**src/rtl/fdc_pkg.sv**
```systemverilog
package fdc_pkg;
   localparam int STAT_W       = 16;
   localparam int BIT_RX_REQ   = 3;
   localparam int BIT_TX_REQ   = 4;
   localparam int BIT_ACC_ERR  = 7;
   localparam int BIT_RX_DRAIN = 13;
   localparam int BIT_TX_DRAIN = 14;

   localparam logic [STAT_W-1:0] STAT_IMPL =
      (STAT_W'(1) << BIT_RX_REQ)   | (STAT_W'(1) << BIT_TX_REQ) |
      (STAT_W'(1) << BIT_ACC_ERR)  | (STAT_W'(1) << BIT_RX_DRAIN) |
      (STAT_W'(1) << BIT_TX_DRAIN);

   typedef enum logic {DIR_RX = 1'b0, DIR_TX = 1'b1} fdc_dir_e;
endpackage

```
**src/rtl/fdc_fifo.sv**
```systemverilog
module fdc_fifo #(
   parameter int DEPTH = 64,
   parameter int DW    = 8,
   localparam int LW   = $clog2(DEPTH + 1),
   localparam int PW   = (DEPTH > 1) ? $clog2(DEPTH) : 1
) (
   input  logic          clk,
   input  logic          rst_n,
   input  logic          push,
   input  logic [DW-1:0] wdata,
   input  logic          pop,
   output logic [DW-1:0] rdata,
   output logic [LW-1:0] level,
   output logic          full,
   output logic          empty
);
   logic [DW-1:0] mem [DEPTH];
   logic [PW-1:0] wr_ptr, rd_ptr, wr_nxt, rd_nxt;
   logic          do_push, do_pop;

   generate
      if (DEPTH < 2) begin : g_bad_depth
         $error("fdc_fifo: DEPTH must be at least 2");
      end
      if ((DEPTH & (DEPTH - 1)) == 0) begin : g_pow2
         assign wr_nxt = wr_ptr + PW'(1);
         assign rd_nxt = rd_ptr + PW'(1);
      end else begin : g_wrap
         assign wr_nxt = (wr_ptr == PW'(DEPTH - 1)) ? '0 : wr_ptr + PW'(1);
         assign rd_nxt = (rd_ptr == PW'(DEPTH - 1)) ? '0 : rd_ptr + PW'(1);
      end
   endgenerate

   assign full    = (level == LW'(DEPTH));
   assign empty   = (level == '0);
   assign do_push = push & ~full;
   assign do_pop  = pop & ~empty;
   assign rdata   = mem[rd_ptr];

   always_ff @(posedge clk) begin
      if (do_push) mem[wr_ptr] <= wdata;
   end

   always_ff @(posedge clk or negedge rst_n) begin
      if (!rst_n) begin
         wr_ptr <= '0;
         rd_ptr <= '0;
         level  <= '0;
      end else begin
         if (do_push) wr_ptr <= wr_nxt;
         if (do_pop)  rd_ptr <= rd_nxt;
         case ({do_push, do_pop})
            2'b10:   level <= level + LW'(1);
            2'b01:   level <= level - LW'(1);
            default: level <= level;
         endcase
      end
   end

   always_ff @(posedge clk) begin
      if (rst_n) p_no_overflow_r11: assert (level <= LW'(DEPTH));
   end

   p_full_drop_r11: assert property (@(posedge clk) disable iff (!rst_n)
      (full && push && !pop) |=> (level == $past(level)));
endmodule

```
**src/rtl/fdc_thresh.sv**
```systemverilog
module fdc_thresh #(
   parameter int TW = 7,
   parameter int AW = 16
) (
   input  logic          clk,
   input  logic          rst_n,
   input  logic          en,
   input  logic          clr,
   input  logic [TW-1:0] thr,
   input  logic [AW-1:0] avail_a,
   input  logic [AW-1:0] avail_b,
   input  logic          served,
   output logic          req,
   output logic          idle
);
   logic [TW-1:0] owed;
   logic [AW-1:0] thr_x;

   generate
      if (AW < TW) begin : g_bad_width
         $error("fdc_thresh: AW must not be narrower than TW");
      end
   endgenerate

   assign thr_x = AW'(thr);
   assign idle  = (owed == '0);
   assign req   = en & idle & (avail_a >= thr_x) & (avail_b >= thr_x);

   always_ff @(posedge clk or negedge rst_n) begin
      if (!rst_n)                    owed <= '0;
      else if (req)                  owed <= thr - TW'(served);
      else if (clr)                  owed <= '0;
      else if (served && owed != '0) owed <= owed - TW'(1);
   end

   // Serves R2 and R3: a request never lasts two cycles.
   p_req_single_r2: assert property (@(posedge clk) disable iff (!rst_n)
      req |=> !req);
endmodule

```
**src/rtl/fdc_status.sv**
```systemverilog
module fdc_status
   import fdc_pkg::*;
(
   input  logic              clk,
   input  logic              rst_n,
   input  logic [STAT_W-1:0] set,
   input  logic [STAT_W-1:0] clr,
   input  logic [STAT_W-1:0] en_set,
   input  logic [STAT_W-1:0] en_clr,
   output logic [STAT_W-1:0] raw,
   output logic [STAT_W-1:0] en,
   output logic              irq
);
   always_ff @(posedge clk or negedge rst_n) begin
      if (!rst_n) begin
         raw <= '0;
         en  <= '0;
      end else begin
         raw <= ((raw & ~clr) | set) & STAT_IMPL;
         en  <= ((en & ~en_clr) | en_set) & STAT_IMPL;
      end
   end

   assign irq = |(raw & en);

   p_sticky_r9: assert property (@(posedge clk) disable iff (!rst_n)
      1'b1 |=> ((raw & $past(raw & ~clr)) == $past(raw & ~clr)));

   p_irq_needs_en_r10: assert property (@(posedge clk) disable iff (!rst_n)
      irq |-> (en != '0));
endmodule

```
**src/rtl/fdc_top.sv**
```systemverilog
module fdc_top
   import fdc_pkg::*;
#(
   parameter int DEPTH  = 64,
   parameter int DW     = 8,
   parameter int THR_W  = 6,
   parameter int CNT_W  = 16,
   localparam int LW    = $clog2(DEPTH + 1),
   localparam int TW    = THR_W + 1
) (
   input  logic              clk,
   input  logic              rst_n,
   input  logic [THR_W-1:0]  rx_thr_field,
   input  logic [THR_W-1:0]  tx_thr_field,
   input  logic [CNT_W-1:0]  xfer_len,
   input  logic              xfer_start,
   input  logic              xfer_end,
   input  logic              mode_tx,
   input  logic              bus_rx_push,
   input  logic [DW-1:0]     bus_rx_data,
   input  logic              host_rx_pop,
   output logic [DW-1:0]     host_rx_data,
   input  logic              host_tx_push,
   input  logic [DW-1:0]     host_tx_data,
   input  logic              bus_tx_pop,
   output logic [DW-1:0]     bus_tx_data,
   output logic [LW-1:0]     rx_level,
   output logic [CNT_W-1:0]  tx_left,
   output logic              rx_req,
   output logic              tx_req,
   input  logic [STAT_W-1:0] irq_en_set,
   input  logic [STAT_W-1:0] irq_en_clr,
   input  logic [STAT_W-1:0] stat_clr,
   output logic [STAT_W-1:0] irq_en,
   output logic [STAT_W-1:0] irq_raw,
   output logic              irq
);
   generate
      if (DEPTH < (1 << THR_W)) begin : g_bad_depth
         $error("fdc_top: DEPTH must hold the largest threshold");
      end
      if (CNT_W <= LW) begin : g_bad_cnt
         $error("fdc_top: CNT_W must exceed the level width");
      end
   endgenerate

   logic [TW-1:0]     rx_thr, tx_thr;
   logic [CNT_W-1:0]  rx_thr_x, tx_thr_x, rx_level_x, tx_free_x;
   logic [LW-1:0]     tx_level;
   logic              rx_full, rx_empty, tx_full, tx_empty;
   logic              rx_pop_ok, tx_push_ok, acc_err;
   logic              rx_idle, tx_idle;
   logic              tx_active, rx_end_seen, rx_drained, tx_drained;
   logic              rx_drain_set, tx_drain_set;
   logic [STAT_W-1:0] stat_set;

   assign rx_thr     = TW'(rx_thr_field) + TW'(1);
   assign tx_thr     = TW'(tx_thr_field) + TW'(1);
   assign rx_thr_x   = CNT_W'(rx_thr);
   assign tx_thr_x   = CNT_W'(tx_thr);
   assign rx_level_x = CNT_W'(rx_level);
   assign tx_free_x  = CNT_W'(LW'(DEPTH) - tx_level);

   assign rx_pop_ok  = host_rx_pop & ~rx_empty;
   assign tx_push_ok = host_tx_push & ~tx_full & (tx_left != '0);
   assign acc_err    = (host_rx_pop & rx_empty) |
                       (host_tx_push & (tx_full | (tx_left == '0)));

   fdc_fifo #(.DEPTH(DEPTH), .DW(DW)) u_rx_fifo (
      .clk(clk), .rst_n(rst_n),
      .push(bus_rx_push), .wdata(bus_rx_data),
      .pop(rx_pop_ok), .rdata(host_rx_data),
      .level(rx_level), .full(rx_full), .empty(rx_empty)
   );

   fdc_fifo #(.DEPTH(DEPTH), .DW(DW)) u_tx_fifo (
      .clk(clk), .rst_n(rst_n),
      .push(tx_push_ok), .wdata(host_tx_data),
      .pop(bus_tx_pop), .rdata(bus_tx_data),
      .level(tx_level), .full(tx_full), .empty(tx_empty)
   );

   fdc_thresh #(.TW(TW), .AW(CNT_W)) u_rx_thresh (
      .clk(clk), .rst_n(rst_n),
      .en(1'b1), .clr(1'b0), .thr(rx_thr),
      .avail_a(rx_level_x), .avail_b({CNT_W{1'b1}}),
      .served(rx_pop_ok), .req(rx_req), .idle(rx_idle)
   );

   fdc_thresh #(.TW(TW), .AW(CNT_W)) u_tx_thresh (
      .clk(clk), .rst_n(rst_n),
      .en(tx_active), .clr(xfer_start), .thr(tx_thr),
      .avail_a(tx_free_x), .avail_b(tx_left),
      .served(tx_push_ok), .req(tx_req), .idle(tx_idle)
   );

   assign rx_drain_set = rx_end_seen & rx_idle & ~rx_drained &
                         (rx_level_x != '0) & (rx_level_x < rx_thr_x);
   assign tx_drain_set = tx_active & tx_idle & ~tx_drained &
                         (tx_left != '0) & (tx_left < tx_thr_x);

   always_ff @(posedge clk or negedge rst_n) begin
      if (!rst_n) begin
         tx_active   <= 1'b0;
         rx_end_seen <= 1'b0;
         rx_drained  <= 1'b0;
         tx_drained  <= 1'b0;
         tx_left     <= '0;
      end else if (xfer_start) begin
         tx_active   <= (mode_tx == DIR_TX);
         rx_end_seen <= 1'b0;
         rx_drained  <= 1'b0;
         tx_drained  <= 1'b0;
         tx_left     <= xfer_len;
      end else begin
         if (xfer_end) begin
            tx_active <= 1'b0;
            if (mode_tx == DIR_RX) rx_end_seen <= 1'b1;
         end
         if (rx_drain_set) rx_drained <= 1'b1;
         if (tx_drain_set) tx_drained <= 1'b1;
         if (tx_push_ok)   tx_left    <= tx_left - CNT_W'(1);
      end
   end

   always_comb begin
      stat_set               = '0;
      stat_set[BIT_RX_REQ]   = rx_req;
      stat_set[BIT_TX_REQ]   = tx_req;
      stat_set[BIT_ACC_ERR]  = acc_err;
      stat_set[BIT_RX_DRAIN] = rx_drain_set;
      stat_set[BIT_TX_DRAIN] = tx_drain_set;
   end

   fdc_status u_status (
      .clk(clk), .rst_n(rst_n),
      .set(stat_set), .clr(stat_clr),
      .en_set(irq_en_set), .en_clr(irq_en_clr),
      .raw(irq_raw), .en(irq_en), .irq(irq)
   );

   p_rx_drain_r4: assert property (@(posedge clk) disable iff (!rst_n)
      $rose(irq_raw[BIT_RX_DRAIN]) |->
         ($past(rx_level) != '0 && CNT_W'($past(rx_level)) < CNT_W'($past(rx_thr))));

   p_acc_err_r8: assert property (@(posedge clk) disable iff (!rst_n)
      (host_rx_pop && rx_level == '0) |=> irq_raw[BIT_ACC_ERR]);

   p_tx_left_r7: assert property (@(posedge clk) disable iff (!rst_n)
      (host_tx_push && !tx_full && tx_left != '0 && !xfer_start)
         |=> (tx_left == $past(tx_left) - CNT_W'(1)));

   p_tx_drain_r5: assert property (@(posedge clk) disable iff (!rst_n)
      $rose(irq_raw[BIT_TX_DRAIN]) |-> ($past(tx_left) != '0));
endmodule

```
**config.mk**
```make
export PLATFORM = sky130hd
export DESIGN_NAME = fdc_top
export DESIGN_NICKNAME = d
export VERILOG_FILES = /design/src/rtl/fdc_pkg.sv /design/src/rtl/fdc_fifo.sv /design/src/rtl/fdc_thresh.sv /design/src/rtl/fdc_status.sv /design/src/rtl/fdc_top.sv
export SDC_FILE = /design/constraint.sdc
export NUM_CORES = 1
export LEC_CHECK = 0
export BUFFER_PORTS_ARGS = -buffer_cell sky130_fd_sc_hd__buf_2
export CAP_MARGIN = 40
export CORE_ASPECT_RATIO = 1.25
export CORE_MARGIN = 2
export CORE_UTILIZATION = 56
export CTS_CLUSTER_DIAMETER = 80
export CTS_CLUSTER_SIZE = 40
export DETAILED_ROUTE_END_ITERATION = 7
export GPL_ROUTABILITY_DRIVEN = 0
export PLACE_DENSITY_LB_ADDON = 0.2
export SYNTH_ARGS = -nofsm -noshare
export SYNTH_HDL_FRONTEND = slang
export SYNTH_SLANG_ARGS = --single-unit
```
**constraint.sdc**
```tcl
create_clock -name clk -period 3.3 [get_ports clk]
set_input_delay 0.33 -clock clk [delete_from_list [all_inputs] [get_ports clk]]
set_output_delay 0.33 -clock clk [all_outputs]
set_load 0.01 [all_outputs]
```
Yosys cells after proc, flatten, opt, wreduce, memory -nomap -nowiden

Memories as Yosys holds them, arrays and structs flattened.
Index checks and enable logic that the tools add are counted.

Bits in registers: 82
Memories: 2
Memory bits (writable): 1024
Word-level logic and storage cells: 125

Memory list:

| name          | words | bits a word | read ports | clocked after Yosys merged registers in | wr ports | RTL line       | RTL |
|---|---|---|---|---|---|---|---|
| u_rx_fifo.mem | 64    | 8           | 1          | 0                                       | 1        | fdc_fifo.sv:17 | `logic [DW-1:0] mem [DEPTH];` |
| u_tx_fifo.mem | 64    | 8           | 1          | 0                                       | 1        | fdc_fifo.sv:17 |  |

Mux-type cells: 22
Order comparisons: 6
Bitwise logic cells: 36
$add $sub $neg: 16
Reduce and logical (&&, ||, !) cells: 21
Equality and inequality tests: 7

Operators with widths:

| operator              | number |
|---|---|
| $and 15x15->15        | 3 |
| $mux 7                | 5 |
| $ge 16x7->1           | 2 |
| $mux 16               | 2 |
| $reduce_bool 16->1    | 2 |
| $not 15->15           | 2 |
| $or 15x15->15         | 2 |
| $logic_not 7->1       | 4 |
| $pmux 7 s2            | 2 |
| $sub 7x1->7 const B   | 4 |
| $add 6x1->6 const B   | 4 |
| $and 1x1->1           | 21 |
| $ge 16x7->1 const A   | 1 |
| $logic_not 16->1      | 1 |
| $lt 16x7->1           | 1 |
| $reduce_or 16->1      | 1 |
| $sub 16x1->16 const B | 1 |
| $add 6x1->7 const B   | 2 |
| $add 7x1->7 const B   | 2 |
| $eq 7x7->1 const B    | 2 |
| $reduce_bool 2->1     | 7 |
| $reduce_bool 7->1     | 2 |
| $sub 7x1->7           | 2 |
| $mux 1                | 13 |
| other kinds (11)      | 20 |

Depth between registers and ports, before layout

Gate-level depths: netlist (run 1).

Word-level depth: 8
Gate-level depth with buffers: 16
Gate-level depth less buffers: 14

By module

From an unflattened synthesis (run 1), not the netlist that was laid out.

Cells, all modules: 2637
Area, all modules: 46206.8 sq um

By module, submodules not included:

| module               | cells an instance | instances | area each (sq um) | sequential area each (sq um) |
|---|---|---|---|---|
| fdc_fifo (u_rx_fifo) | 1087              | 1         | 21038.9           | 15850.2 |
| fdc_fifo (u_tx_fifo) | 1057              | 1         | 20990.1           | 15850.2 |
| fdc_top              | 239               | 1         | 1874.3            | 500.5 |
| fdc_thresh           | 99                | 2         | 874.6             | 175.2 |
| fdc_status           | 56                | 1         | 554.3             | 250.2 |

Worst setup path before layout (run 1)

No wires, ideal clock.

Kind: reg-to-reg
Start: register tx_left[11]
End: register u_tx_fifo.level[6]
Required time: 3.157 ns
Setup slack: -0.004 ns
Setup time: 0.143 ns
Path buffers: 1
Cell stages (with the launch flop): 14
Arrival time: 3.162 ns
Cells stage by stage: dfrtp_1 -> or4_4 -> nor3_4 -> a21oi_4 -> inv_2 -> buf_4 -> ha_1 -> inv_1 -> fa_1 -> nor2b_1 -> o21a_1 -> o21ai_0 -> o311ai_0 -> xor2_1

Longest elaborated chain between the ends: 5
Elaborated cells on any way between the ends: 7
Classes of those cells: eq/ne (2); mux (1); bitwise (2); reduce/logical (2)

RTL lines:

| item                                            | RTL line       | RTL |
|---|---|---|
| from (decl)                                     | fdc_top.sv:28  | `output logic [CNT_W-1:0] tx_left,` |
| from (signal assigned)                          | fdc_top.sv:114 | `tx_left <= xfer_len;` |
| from (signal assigned)                          | fdc_top.sv:122 | `if (tx_push_ok) tx_left <= tx_left - CNT_W'(1);` |
| $reduce_bool 16->1 *                            | fdc_top.sv:65  | `assign tx_push_ok = host_tx_push & ~tx_full & (tx_left != '0);` |
| $and 1x1->1 *                                   | fdc_top.sv:65  |  |
| $and 1x1->1 *                                   | fdc_fifo.sv:36 | `assign do_push = push & ~full;` |
| $eq 2x1->1 or $eq 2x2->1 (tied branches)        | fdc_fifo.sv:52 | `case ({do_push, do_pop})` |
| $pmux 7 s2 or $reduce_bool 2->1 (tied branches) | -              |  |
| to (signal assigned)                            | fdc_fifo.sv:53 | `2'b10: level <= level + LW'(1);` |
| to (signal assigned)                            | fdc_fifo.sv:54 | `2'b01: level <= level - LW'(1);` |
| to (signal assigned)                            | fdc_fifo.sv:55 | `default: level <= level;` |
| to (decl)                                       | fdc_fifo.sv:13 | `output logic [LW-1:0] level,` |

Mark *: on every way between the ends. The rest lies on a longest branch, timed or not.
A chain may end at the register's enable or synchronous reset.

Worst setup path in the final report (run 1)

Start: register u_rx_fifo.rd_ptr[0]
End: output host_rx_data[6]

Longest elaborated chain between the ends: 1

RTL lines:

| item                   | RTL line       | RTL |
|---|---|---|
| from (decl)            | fdc_fifo.sv:18 | `logic [PW-1:0] wr_ptr, rd_ptr, wr_nxt, rd_nxt;` |
| from (signal assigned) | fdc_fifo.sv:51 | `if (do_pop) rd_ptr <= rd_nxt;` |
| $mem_v2 64x8           | -              |  |
| to (decl)              | fdc_top.sv:22  | `output logic [DW-1:0] host_rx_data,` |

Every way passes these cells.

==> impl_metrics.toml, run 1 <==
[run_status]
outcome = "finished, violations left"
violations = "negative setup slack"

[hold_path]
worstHoldPathType = "in2reg"
holdCritStartpoint = "host_tx_data[6]"
whs_path_depth = 1
timing.hold.worst_endpoint = "u_tx_fifo.mem[28][6]"

[clock_network]
worstSkewPairLatency_ps = 640
cts.root.buffer_cell = "sky130_fd_sc_hd__clkbuf_16"
clock_path_buffers = 3
clock_sink_count = 1106
number_of_clock_buffers_inserted_by_tritoncts = 38
cts_tree = "built"
ctsHtreeMaxLevel = 2
clkSlewWorstSetupHoldPaths_ps = 140

[synthesis]
ys_seq_area_frac = 0.7254
synth-seq-cells = 1106
synth-main-ff-cell = "sky130_fd_sc_hd__edfxtp_1"
netlist-cell-type-count = 75
mapped_cells = 2476
yosys_warnings = 0
synth-edff-count = 1024
post_synth_instance_area_um2 = 45220
postSynth.asyncResetShare = 0.07414
syn_area_per_cell_um2 = 18.26

[floorplan]
chipHeight_um = 321.7
initial_cell_density_of_the_core = 0.5654
fp-row-count = 116
die_area_um2 = 83050
core_area_um2 = 79970
io-pin-count = 175
chipWidth_um = 258.2

[critical_path]
highest_fanout_seen_on_the_critical_path = 7
reg2regPathDepth = 12
worstSetupStartpointType = "flop"
reg2reg_setup_slack_ps = 220
timing.critical_path.to_type = "output port"
cp_data_arrival_time_ps = 3090
timing_worst_setup_path_type = "reg2out"
required_ps = 2970
origin_of_the_worst_setup_path = "u_rx_fifo.rd_ptr[0]"
reg2reg_to = "u_tx_fifo.level[6]"
r2r-start = "tx_left[11]"

[grt]
grt_antenna_before_repair = 1
track_usage = 0.2577
via_count_of_the_first_global_routing_pass = 25100
grt_max_degree = 53
grt_first_pass_wirelength_um = 158100
grt_overflow_total = 0

[pwr]
fin_total_pwr_mw = 40.62
vdd.ir_drop.worst_mv = 0.6484
leakage_nw = 17.75
power_density_nw_per_um2 = 771.1

[route]
drt_pass1_iterations = 5
drc = 0
drt_first_iter_violations = 2246
routed_via_density = 6.181
vias = 24454
ant_nets = 0
routedWlPerCell_um = 27.44
finalWirelength_um = 108600

[placed_design]
numPortBuffers = 119
post-place-ws_ps = 151.3
hpwl_after_detailed_placement_um = 67850

[sta]
holdWs_ps = 79.79
slew_violations = 0
setup_viol_count_final = 11
setup_tns_ps = -601.3
grt_setup_unrepaired = "yes"
final_hold_viol_count = 0
max_clock_freq_mhz = 292.8
timing.clock.skew_ps = 63.03
min_period_ps = 3416
relSlewSlack = 0.3519
postLayoutSetupSlackWorst_ps = -115.9
timing.final.crit_share = 1.035
tightestPinTransition_ps = 972.1

[finish]
multi_input_area_um2 = 12720
layout-drive-gt1-share = 0.3149
area_delta_synth_final_pct = 16.50
design.final.nets = 3020
final-seq-area_um2 = 32820
final.fill_count = 5262
mostFrequentLayoutCells = "1,024 x sky130_fd_sc_hd__edfxtp_1, 247 x sky130_fd_sc_hd__buf_4, 212 x sky130_fd_sc_hd__mux4_2, 174 x sky130_fd_sc_hd__nor2_1, 115 x sky130_fd_sc_hd__buf_2"
mostFrequentLayoutCell = "sky130_fd_sc_hd__edfxtp_1"
finish.utilization = 0.6587

[flow_run]
drv_cap = 0
[report_power, final]
part	switching (mW)	internal (mW)	total, mW
Combinational	8.96	8.13	17.1
Sequential	0.778	16.1	16.9
Clock	4.20	2.48	6.68
Total	13.9	26.7	40.6
[worst max-delay path, stage by stage, from the launching register on]
cell	delay (ps)
sky130_fd_sc_hd__dfrtp_4	550
sky130_fd_sc_hd__buf_12	150
sky130_fd_sc_hd__buf_12	120
sky130_fd_sc_hd__clkbuf_16	170
sky130_fd_sc_hd__buf_16	150
sky130_fd_sc_hd__mux2i_2	170
sky130_fd_sc_hd__o221ai_4	310
sky130_fd_sc_hd__o32ai_4	150
sky130_fd_sc_hd__a221oi_4	330
sky130_fd_sc_hd__and3_4	260
sky130_fd_sc_hd__buf_6	100
[cell type report]
cell class / count / area share
sequential: 1106 / 0.6230
multi-input combinational: 1209 / 0.2414
timing repair buffer: 475 / 0.08277
tap: 1062 / 0.02522
clock buffer: 47 / 0.02009
clock inverter: 16 / 0.004513
inverter: 40 / 0.002898
antenna: 1 / 0.00004750
[timing repair]
item                                   in CTS  in global routing
setup endpoints to repair                  17                 19
gates resized for setup                   199                 92
gates cloned                               14                  8
buffers inserted                           33                 32
pin swaps                                  37                 51
endpoints found under the hold margin      86                  0
hold buffers                               36                  0
[cells in the mapped netlist (23+ instances only)]
master,count,share of area
sky130_fd_sc_hd__dfrtp_1,82,0.045
sky130_fd_sc_hd__a21oi_1,30,0.0033
sky130_fd_sc_hd__o22ai_1,38,0.0053
sky130_fd_sc_hd__xor2_1,30,0.0058
sky130_fd_sc_hd__nand2_1,90,0.0075
sky130_fd_sc_hd__clkbuf_1,53,0.0044
sky130_fd_sc_hd__nor2_1,178,0.015
sky130_fd_sc_hd__o21ai_0,52,0.0058
sky130_fd_sc_hd__mux4_2,212,0.11
sky130_fd_sc_hd__xnor2_1,47,0.0091
sky130_fd_sc_hd__buf_4,44,0.0073
sky130_fd_sc_hd__mux2i_1,127,0.028
sky130_fd_sc_hd__ha_1,47,0.013
sky130_fd_sc_hd__nor3_1,24,0.0027
sky130_fd_sc_hd__nand3_1,33,0.0037
sky130_fd_sc_hd__a22oi_1,23,0.0038
sky130_fd_sc_hd__buf_2,26,0.0029
sky130_fd_sc_hd__inv_1,37,0.0031
sky130_fd_sc_hd__edfxtp_1,1024,0.68
[per-layer routing]
| metal | up-vias | share of wire | global-route usage |
|---|---|---|---|
| li1 | 10608 | - | - |
| met1 | 12785 | 0.36 | 0.3091 |
| met2 | 854 | 0.55 | 0.4760 |
| met3 | 207 | 0.050 | 0.02447 |
| met4 | 0 | 0.044 | 0.1078 |
| met5 | - | 0 | 0 |
[cells by family (layout without fill, tap and decap cells)]
family | Yosys count | after routing | share of synthesized area
DFF | 1106 | 1106 | 0.7254
and+or+nand+nor | 435 | 435 | 0.04568
muxes | 354 | 354 | 0.1374
AOI/OAI and AO/OA | 272 | 272 | 0.04225
buffers and inverters | 182 | 578 | 0.02031
xor gates and xnor gates | 77 | 77 | 0.01491
adders and majority gates | 49 | 49 | 0.01389
other | 1 | 23 | 0.00008293
[per-stage QoR]
stage | instance area (um^2) | instances
6_report | 52680 | 3956
5_1_grt | 52680 | 3956
4_1_cts | 51730 | 3918
3_5_place_dp | 48500 | 3772
3_3_place_gp | 48250 | 3759
2_1_floorplan | 45300 | 2497
[how the worst max path moves through the flow]
stage / slack, ps / cells after the start / to
after floorplan: 70 / 13 / u_tx_fifo.level[6]
after global placement: 150 / 7 / bus_tx_data[0]
after detailed placement: 150 / 7 / bus_tx_data[0]
after CTS: -230 / 9 / tx_req
after global routing: -230 / 10 / host_rx_data[6]
final: -120 / 10 / host_rx_data[6]
[flip-flops by register name, indices dropped and copies added, names as in the netlist, 7 cells and up]
name and cells:
u_rx_fifo.mem 512, u_tx_fifo.mem 512, tx_left 16, u_rx_fifo.level 7, u_rx_thresh.owed 7, u_tx_fifo.level 7
u_tx_thresh.owed 7
(Power assumes the default switching activity.)
==> run 2, diff against run 1 <==
--- a/config.mk
+++ b/config.mk
@@ -7,13 +7,14 @@
 export LEC_CHECK = 0
 export BUFFER_PORTS_ARGS = -buffer_cell sky130_fd_sc_hd__buf_2
 export CAP_MARGIN = 40
-export CORE_ASPECT_RATIO = 1.25
+export CORE_ASPECT_RATIO = 1.4
 export CORE_MARGIN = 2
 export CORE_UTILIZATION = 56
 export CTS_CLUSTER_DIAMETER = 80
 export CTS_CLUSTER_SIZE = 40
 export DETAILED_ROUTE_END_ITERATION = 7
 export GPL_ROUTABILITY_DRIVEN = 0
+export GPL_TIMING_DRIVEN = 0
 export PLACE_DENSITY_LB_ADDON = 0.2
 export SYNTH_ARGS = -nofsm -noshare
 export SYNTH_HDL_FRONTEND = slang
==> run 2 against run 1 <==
- the run still ends with negative setup slack left
- sequential power hardly changed
- non-clock buffer count is 58 lower
- sequential cell count stayed put
- critical endpoint is now bus_tx_data[4]
- register-to-register slack worse by 100 ps
- die area hardly changed
- critical path type unchanged
- sequential share of layout area is 0.42 points higher
==> impl_metrics.toml, run 2 (synthesized netlist as in run 1, its figures left out) <==
[finish]
regs_by_ff_count = "u_rx_fifo.mem: 512 flops, u_tx_fifo.mem: 512 flops, tx_left: 16 flops"
layout-drive-gt1-share = 0.3111
area_delta_synth_final_pct = 15.68
antenna-diode-count = 0
finish.instance_area_um2 = 52310
mostFrequentLayoutCell = "sky130_fd_sc_hd__edfxtp_1"
design.final.nets = 2961
mostFrequentLayoutCells = "1,024 x sky130_fd_sc_hd__edfxtp_1, 212 x sky130_fd_sc_hd__mux4_2, 126 x sky130_fd_sc_hd__buf_2, 116 x sky130_fd_sc_hd__nor2_1, 105 x sky130_fd_sc_hd__buf_4"

[route]
drt_pass1_iterations = 6
finalWirelength_um = 115200
drt_first_iter_violations = 2512
routedWlPerCell_um = 29.53
ant_nets = 0
vias = 24920
drc = 0
routed_via_density = 6.390

[hold_path]
worstHoldPathType = "in2reg"
whs_path_depth = 1
timing.hold.worst_endpoint = "u_rx_fifo.mem[8][7]"
holdCritStartpoint = "bus_rx_data[7]"

[critical_path]
highest_fanout_seen_on_the_critical_path = 7
cp_data_arrival_time_ps = 3140
reg2reg_to = "u_tx_fifo.mem[16][2]"
r2r-start = "u_tx_fifo.level[0]"
timing_worst_setup_path_type = "reg2out"
required_ps = 2970
reg2reg_setup_slack_ps = 120
timing.critical_path.to_type = "output port"
reg2regPathDepth = 8
worstSetupStartpointType = "flop"

[pwr]
proportion_of_total_power_due_to_net_switching = 0.3556
power_frac_seq = 0.402
power.net_switching_mw = 14.66
vdd.ir_drop.worst_mv = 0.7848
leakage_nw = 17.21
internal_power_mw = 26.56
power_density_nw_per_um2 = 787.9
pwr-share-comb = 0.434
fin_total_pwr_mw = 41.22
clock_power_share = 0.164

[sta]
setup_tns_ps = -1026
grt_setup_unrepaired = "yes"
final_hold_viol_count = 0
setup_viol_count_final = 11
tightestPinTransition_ps = 884.5
relSlewSlack = 0.4081
timing.final.crit_share = 1.050
postLayoutSetupSlackWorst_ps = -166.2
slew_violations = 0
timing.clock.skew_ps = 50.81
max_clock_freq_mhz = 288.5
min_period_ps = 3466

[floorplan]
initial_cell_density_of_the_core = 0.5639
die_area_um2 = 83070
core_area_um2 = 80180
chipHeight_um = 340.2
chipWidth_um = 244.2
io-pin-count = 175
fp-row-count = 123

[clock_network]
ctsHtreeMaxLevel = 2
cts.root.buffer_cell = "sky130_fd_sc_hd__clkbuf_16"
clkSlewWorstSetupHoldPaths_ps = 140
cts_tree = "built"
clock_path_buffers = 3
clock_sink_count = 1106
worstSkewPairLatency_ps = 640
number_of_clock_buffers_inserted_by_tritoncts = 37

[flow_run]
drv_cap = 0

[grt]
grt_max_degree = 58
grt_antenna_before_repair = 0
grt_overflow_total = 0
track_usage = 0.2747
via_count_of_the_first_global_routing_pass = 25205
grt_first_pass_wirelength_um = 165600

[run_status]
outcome = "finished, violations left"
violations = "negative setup slack"

[placed_design]
numPortBuffers = 118
postPlaceCellArea_um2 = 47790
hpwl_after_detailed_placement_um = 78130
post-place-ws_ps = -639.6
run 2: how the worst max path moves through the flow:
stage / startpoint / end / slack [ps] / depth (start not counted)
global route: u_tx_fifo.rd_ptr[0] / bus_tx_data[4] / -280 / 12
floorplan: tx_left[11] / u_tx_fifo.level[6] / 70 / 13
CTS: u_tx_fifo.level[1] / u_tx_fifo.mem[1][7] / -310 / 8
global placement: u_tx_fifo.level[0] / u_tx_fifo.mem[22][3] / -550 / 7
detailed placement: u_tx_fifo.level[0] / u_tx_fifo.mem[37][5] / -640 / 7
finish: u_tx_fifo.rd_ptr[0] / bus_tx_data[4] / -170 / 12
run 2: per-stage QoR:
step / utilization / hold WS, ps / std cells
floorplan: - / 34.41 / 2497
global placement: 0.5889 / 436.8 / 3677
detailed placement: 0.5961 / 279.0 / 3716
CTS: 0.6360 / 3.678 / 3854
global route: 0.6524 / 6.735 / 3900
finish: 0.6524 / 38.27 / 3900
run 2: what timing repair did:
| item | in CTS | in global routing |
|---|---|---|
| cloned | 0 | 4 |
| pin swaps | 36 | 41 |
| resized for setup | 316 | 203 |
| endpoints found under the hold margin | 83 | 0 |
| setup buffers | 38 | 40 |
| hold buffers | 36 | 0 |
| setup endpoints to repair | 426 | 350 |
run 2: worst max-delay path: stages (launching register included):
cell	delay, ps
sky130_fd_sc_hd__dfrtp_1	400
sky130_fd_sc_hd__buf_6	110
sky130_fd_sc_hd__buf_8	130
sky130_fd_sc_hd__buf_12	140
sky130_fd_sc_hd__buf_6	110
sky130_fd_sc_hd__mux4_2	490
sky130_fd_sc_hd__mux2i_1	180
sky130_fd_sc_hd__nor2_2	90
sky130_fd_sc_hd__a2111oi_2	260
sky130_fd_sc_hd__buf_2	220
sky130_fd_sc_hd__a31oi_4	50
sky130_fd_sc_hd__and3_4	200
sky130_fd_sc_hd__buf_6	110
run 2: final cells by class:
class	instances	area, um^2
clock inverter	17	279.0
tap	1062	1329
inverter	40	161.4
fill	5280	27870
sequential	1106	32810
timing repair buffer	277	2374
multi-input combinational	1209	12990
buffer	140	1348
clock buffer	49	1023
run 2: per-layer routing:
| layer | vias up | share of wire | routed length, um | GRT usage |
|---|---|---|---|---|
| met1 | 12801 | 0.34 | 39120 | 0.3210 |
| met4 | 0 | 0.077 | 8870 | 0.1707 |
| met3 | 345 | 0.061 | 6980 | 0.02925 |
| li1 | 10505 | - | - | - |
| met5 | - | 0 | 0 | 0 |
| met2 | 1269 | 0.52 | 60180 | 0.4876 |
run 2: power groups by stage:
stage                     clock, mW  sequential [mW]  combinational (mW)
after floorplan                   0             16.7                8.64
after global routing           7.27             16.6                18.5
final                          6.76             16.6                17.9
after CTS                      6.86             16.5                16.0
after global placement            0             16.8                13.4
after detailed placement          0             16.9                13.8
